===== config.mk =====
export PLATFORM = sky130hd
export DESIGN_NAME = burst_addr_gen
export DESIGN_NICKNAME = d
export VERILOG_FILES = /design/src/rtl/burst_addr_gen.sv
export SDC_FILE = /design/constraint.sdc
export NUM_CORES = 1
export LEC_CHECK = 0
export ABC_AREA = 1
export BUFFER_PORTS_ARGS = -buffer_cell sky130_fd_sc_hd__buf_2
export CAP_MARGIN = 5
export CORE_AREA = 2 2 44 46
export DETAILED_ROUTE_END_ITERATION = 12
export DIE_AREA = 0 0 46 48
export PLACE_DENSITY = 0.86
export SYNTH_ARGS = -nofsm -noshare
export SYNTH_HDL_FRONTEND = slang
export SYNTH_SLANG_ARGS = --single-unit

===== constraint.sdc =====
create_clock -name clk -period 2.5 [get_ports clk]
set_input_delay 0.25 -clock clk [delete_from_list [all_inputs] [get_ports clk]]
set_output_delay 0.25 -clock clk [all_outputs]
set_load 0.01 [all_outputs]

===== src/rtl/burst_addr_gen.sv =====
`timescale 1ns/1ps
module burst_addr_gen #(
  parameter int AW = 12
) (
  input  logic          clk,
  input  logic          rst,
  input  logic [AW-1:0] ext_addr,
  input  logic          strobe_n,
  input  logic          cnt_en_n,
  input  logic          clr_n,
  output logic [AW-1:0] addr_o
);

  logic [AW-1:0] cnt_q;

  // Priority: clear, then strobe load, then increment, then hold.
  assign addr_o = !clr_n    ? '0 :
                  !strobe_n ? ext_addr :
                  !cnt_en_n ? cnt_q + AW'(1) :
                              cnt_q;

  always_ff @(posedge clk) begin
    if (rst) cnt_q <= '0;
    else     cnt_q <= addr_o;
  end

  a_r2_clear_zero: assert property (@(posedge clk) disable iff (rst)
    !clr_n |=> (cnt_q == '0));

  a_r3_load: assert property (@(posedge clk) disable iff (rst)
    (clr_n && !strobe_n) |=> (cnt_q == $past(ext_addr)));

  a_r4_step: assert property (@(posedge clk) disable iff (rst)
    (clr_n && strobe_n && !cnt_en_n) |=> (cnt_q == $past(cnt_q) + AW'(1)));

  a_r5_hold: assert property (@(posedge clk) disable iff (rst)
    (clr_n && strobe_n && cnt_en_n) |=> $stable(cnt_q));

  a_r7_wrap: assert property (@(posedge clk) disable iff (rst)
    (clr_n && strobe_n && !cnt_en_n && cnt_q == {AW{1'b1}}) |=> (cnt_q == '0));

endmodule


==> results of run 1 <==
through the flow:
| stage | power [mW] | util | cell area (um2) | setup slack, ns | cells |
|---|---|---|---|---|---|
| floorplan | 0.2672 | - | 847.1 | 1.124 | 139 |
| global placement | 0.2978 | 0.5874 | 992.2 | 0.9702 | 181 |
| detailed placement | 0.3011 | 0.5874 | 992.2 | 0.8931 | 181 |
| finish | 0.4164 | 0.6007 | 1015 | 0.5630 | 184 |
| global route | 0.4399 | 0.6007 | 1015 | 0.4155 | 184 |
| CTS | 0.4202 | 0.6007 | 1015 | 0.5851 | 184 |
critical path, stage by stage (launching register included):
cell and delay, ns:
dfxtp_1 0.42, ha_1 0.24, nand2_1 0.12, nor2_4 0.16, nand3_1 0.09, nand2_1 0.06
nand3_1 0.06, nand2_1 0.09, inv_1 0.04, buf_2 0.13
power groups by stage:
stage               Clock (mW)  Combinational (mW)  Sequential (mW)
floorplan                    0              0.0566            0.211
global placement             0              0.0858            0.212
detailed placement           0              0.0881            0.213
CTS                      0.123              0.0886            0.209
global route             0.131              0.0993            0.210
finish                   0.120              0.0874            0.209
worst min-delay path by stage:
| stage | start | end | slack (ns) | depth (start not counted) |
|---|---|---|---|---|
| 2_1_floorplan | rst | cnt_q[1] | 0.33 | 1 |
| 6_report | ext_addr[2] | cnt_q[2] | 0.29 | 3 |
| 3_3_place_gp | cnt_q[11] | cnt_q[11] | 0.57 | 4 |
| 3_5_place_dp | rst | cnt_q[10] | 0.58 | 2 |
| 5_1_grt | ext_addr[1] | cnt_q[1] | 0.30 | 3 |
| 4_1_cts | ext_addr[2] | cnt_q[2] | 0.29 | 3 |
routing by layer:
layer / vias to the layer above / share of wire / track usage
li1: 495 / - / -
met1: 401 / 0.43 / 0.2144
met2: 33 / 0.50 / 0.3750
met3: 7 / 0.045 / 0.02264
met4: 0 / 0.024 / 0.09714
met5: - / 0 / 0
kinds of logic after synthesis:
group	after synthesis	synth area share
AO/OA/AOI/OAI	5	0.02954
flip-flops	12	0.2836
AND/OR/NAND/NOR	93	0.5362
buffers and inverters	27	0.1255
XOR/XNOR	1	0.01034
adder cells (fa/ha/maj)	1	0.01477
cell type report:
class                   instances  area [um2]
multi-input cells             100       500.5
well taps                      17       21.27
fillers                       166       674.4
repair buffers                 28       140.1
flip-flops and latches         12       240.2
clock buffers                   3       22.52
inverters                      24       90.09
Yosys cell counts:
cell type | instances | share of area
dfxtp_1 | 12 | 0.28
inv_1 | 22 | 0.097
buf_4 | 1 | 0.0089
buf_2 | 1 | 0.0059
nand4_1 | 5 | 0.037
xnor2_1 | 1 | 0.010
nand2_4 | 1 | 0.013
nand2_1 | 28 | 0.12
inv_2 | 1 | 0.0044
nand2_2 | 1 | 0.0074
or2_2 | 4 | 0.030
clkbuf_1 | 1 | 0.0044
nor2_8 | 1 | 0.024
nor3_1 | 2 | 0.012
nor2_4 | 2 | 0.027
ha_1 | 1 | 0.015
nand3_1 | 18 | 0.11
o21ai_0 | 3 | 0.018
nor4_1 | 2 | 0.015
a21oi_1 | 2 | 0.012
nor2_1 | 26 | 0.12
clkinv_1 | 1 | 0.0044
nand3b_1 | 3 | 0.027
cells in the final DEF, fill, tap and decap left out:
cell type  synthesis  layout
a21oi_1            2       2
buf_2              1      28
clkbuf_4           0       3
clkinv_1           1       1
dfxtp_1           12      12
ha_1               1       1
inv_1             22      22
inv_2              1       1
nand2_1           28      28
nand2_2            1       1
nand2_4            1       1
nand3_1           18      18
nand3b_1           3       3
nand4_1            5       5
nor2_1            26      26
nor2_4             2       2
nor2_8             1       1
nor3_1             2       2
nor4_1             2       2
o21ai_0            3       3
or2_2              4       4
xnor2_1            1       1
==> flow_summary.toml, run 1 <==
[status]
status = "finished clean"

[place]
dp_hpwl_mm = 1.462
gp_congestion = 0.8353
port_buffers = 28

[cells_and_area]
area_delta_synth_final_pct = 19.79
antennaDiodeCount = 0
regMostFlops = "cnt_q"
largest_reg_flops = 12
layout.nets = 187
top_regs = "cnt_q: 12 flops"
layout-drive-gt1-share = 0.2455

[timing]
finalCriticalPeriod_ns = 1.937
fin_setup_tns_ns = 0
setup_viol = 0
fmax_mhz = 516.3
timing.hold.ws_ns = 0.2945
clock_skew_ns = 0.0005358
rsz0062_at_grt = "no"
slew_violations = 0
final.period_utilization = 0.7748
slew_headroom = 0.7546
finalHoldViolations = 0
worst_pin_slew_ns = 0.3681

[setup_path]
cp_max_fo = 6
reg2reg_slack_ns = 1.11
reg2reg_depth = 8
r2r-end = "cnt_q[10]"
crit_path_end_kind = "output pin"
crit_path_start = "cnt_q[0]"
start_kind = "flip-flop"
r2r-start = "cnt_q[0]"
setup.worst_path.class = "reg2out"
endpoint = "addr_o[10]"
critPathRequiredTime_ns = 2.25
cp.arrival_ns = 1.69

[power_and_ir_drop]
clkPwrFrac = 0.289
pwr-share-comb = 0.210
p_per_area_nw_per_um2 = 410.3
intPower_mw = 0.2929
leakagePower_nw = 0.5641
seq_power_share = 0.501
peakVddDrop_v = 0.0002745
p_switching_mw = 0.1234
p_sw_frac = 0.2964

[hold_path]
hold_path.class = "in2reg"

[clock_network]
post_cts_resize_count = 0
cts_tree = "done"
clock_path_buffers = 2
htreeDepth = 1
insertion_delay_ns = 0.27
cts_hold_buf = 0
clkTransAtPathRegs_ns = 0.07
postCtsSetupRepairBufs = 0
clock-sinks = 12
clock-root-buffer = "clkbuf_4"
numCtsBuffers = 3

[drt]
drcViolationCount = 0
vias = 936
dr.pass1.iters = 4
drt_iter0_drc = 30
wl_per_cell_um = 10.55
drt.antenna.violating_nets = 0
wirelength_mm = 1.941
vias_per_cell = 5.087

[die]
die_h_um = 48
pin_count = 29
start_util = 0.5015
die-area_um2 = 2208
rows = 15
fp.dieW_um = 46
core_area_um2 = 1689

[flow_run]
maxCapViolations = 0

[global_routing]
track_usage = 0.1972
grt_max_degree = 24
grt_pass1_vias = 762
grt_pass1_wl_mm = 3.139
antenna_found_initial = 0
grt_overflow = 0

[yosys]
syn_area_per_cell_um2 = 6.094
synth_warnings = 0
synth_fp_nets = 157
synth_area_um2 = 847.1
yosysSeqAreaShare = 0.2836
ys_types = 23
syn-instance-count = 139
ys_ff_latch = 12
Power figures use the tool's default switching activity.
==> run 2, diff against run 1 <==
Settings changed: CORE_AREA 2 2 44 46 to 2 2 46 48, DIE_AREA 0 0 46 48 to 0 0 48 50, PLACE_DENSITY 0.86 to 0.8.
Clock period 2.5 ns to 1.9 ns, I/O delays scaled along.
==> run 2 against run 1 <==
Combinational power up 34%. Hold slack lost 0.073 ns. Sequential cell count is the same. Critical path type unchanged. Critical endpoint unchanged. Sequential power rose by 31%. Non-clock buffer count did not move. Sequential share of layout area is 0.34 points lower. Register-to-register slack got worse by 0.48 ns.
==> flow_summary.toml, run 2 (synthesized netlist as in run 1, its figures left out) <==
[place]
place_area_um2 = 1005
gp_congestion = 0.7580
port_buffers = 28
dp_hpwl_mm = 1.456

[cells_and_area]
most-common-layout-cells = "28 x buf_2, 27 x nand2_1, 26 x nor2_1, 22 x inv_1, 18 x nand3_1"
largest_reg_flops = 12
layout-drive-gt1-share = 0.2738
regMostFlops = "cnt_q"
area_delta_synth_final_pct = 24.08
top_regs = "cnt_q: 12 flops"
finalInstanceArea_um2 = 1051
antennaDiodeCount = 0
fin_util = 0.5526
layout.nets = 187
layout_commonest_cell = "buf_2"

[die]
pin_count = 29
die-area_um2 = 2400
die_h_um = 50
start_util = 0.4454
core_area_um2 = 1902
rows = 16
fp.dieW_um = 48

[clock_network]
clock_path_buffers = 2
insertion_delay_ns = 0.28
clock-root-buffer = "clkbuf_4"
htreeDepth = 1
clkTransAtPathRegs_ns = 0.08
numCtsBuffers = 3
cts_tree = "done"
cts_hold_buf = 0
clock-sinks = 12
postCtsSetupRepairBufs = 0

[global_routing]
track_usage = 0.1868
grt_pass1_wl_mm = 3.229
antenna_found_initial = 0
grt_pass1_vias = 843
grt_max_degree = 24
grt_overflow = 0

[drt]
dr.pass1.iters = 4
vias = 926
drt.antenna.violating_nets = 0
drcViolationCount = 0
wirelength_mm = 1.932
drt_iter0_drc = 13
vias_per_cell = 4.749
wl_per_cell_um = 9.908

[timing]
slew_violations = 0
slew_headroom = 0.7431
setup_viol = 0
fmax_mhz = 570.3
timing.hold.ws_ns = 0.2219
clock_skew_ns = 0.003411
worst_pin_slew_ns = 0.3854
fin_setup_tns_ns = 0
finalHoldViolations = 0
finalCriticalPeriod_ns = 1.753
rsz0062_at_grt = "no"
final.period_utilization = 0.9228

[setup_path]
setup.worst_path.class = "reg2out"
cp_max_fo = 6
reg2reg_depth = 8
start_kind = "flip-flop"
r2r-end = "cnt_q[10]"
critPathRequiredTime_ns = 1.71
cp.arrival_ns = 1.56
r2r-start = "cnt_q[0]"
crit_path_end_kind = "output pin"
reg2reg_slack_ns = 0.63

[hold_path]
hold_start = "ext_addr[1]"
hold_path.class = "in2reg"
whs_path_depth = 3
hold_end = "cnt_q[1]"

[power_and_ir_drop]
p_per_area_nw_per_um2 = 572.8
leakagePower_nw = 0.5704
peakVddDrop_v = 0.0003048

[flow_run]
maxCapViolations = 0

[status]
status = "finished clean"
==> run 2: repair_timing <==
item / 4_1_cts / 5_1_grt
setup endpoints to repair: 0 / 4
hold endpoints to repair: 0 / 0
resized for setup: 0 / 5
==> run 2: routing by layer <==
layer / up-vias / part of all wire / GRT usage
met5: - / 0 / 0
met4: 0 / 0.030 / 0.1441
met3: 5 / 0.038 / 0.02198
li1: 497 / - / -
met2: 23 / 0.48 / 0.3044
met1: 401 / 0.45 / 0.2049
==> run 2: worst max-delay path by stage <==
stage / from / end / slack (ns)
after global routing: cnt_q[0] / addr_o[10] / 0.008
after global placement: cnt_q[0] / addr_o[8] / 0.42
after detailed placement: cnt_q[0] / addr_o[8] / 0.36
final: cnt_q[0] / addr_o[10] / 0.15
after CTS: cnt_q[0] / addr_o[8] / 0.05
after floorplan: cnt_q[0] / addr_o[8] / 0.58
==> run 2: area by class of cell <==
class / count / area [um2]
Sequential cell: 12 / 245.2
Clock buffer: 4 / 36.28
Timing Repair Buffer: 28 / 140.1
Tap cell: 27 / 33.78
Fill cell: 181 / 850.8
Multi-Input combinational cell: 100 / 505.5
Inverter: 24 / 90.09
==> run 2: worst max-delay path, cell delays in order, from the launching register on <==
cell	delay, ns
dfxtp_4	0.38
ha_2	0.20
nand2_2	0.08
nor2_4	0.16
nand3_1	0.09
nand2_1	0.06
nand3_1	0.06
nand2_1	0.09
inv_1	0.04
buf_2	0.13
==> run 2: where the power goes <==
group / switching [mW] / internal, mW
Sequential: 0.0113 / 0.262
Clock: 0.0950 / 0.117
Combinational: 0.0670 / 0.0498
Total: 0.173 / 0.429
==> run 2: per-stage QoR <==
step	std cells	total power, mW	setup slack [ns]
3_5_place_dp	191	0.3957	0.3647
3_3_place_gp	191	0.3921	0.4238
5_1_grt	195	0.6265	0.008261
2_1_floorplan	139	0.3515	0.5839
4_1_cts	195	0.6060	0.04860
6_report	195	0.6020	0.1466
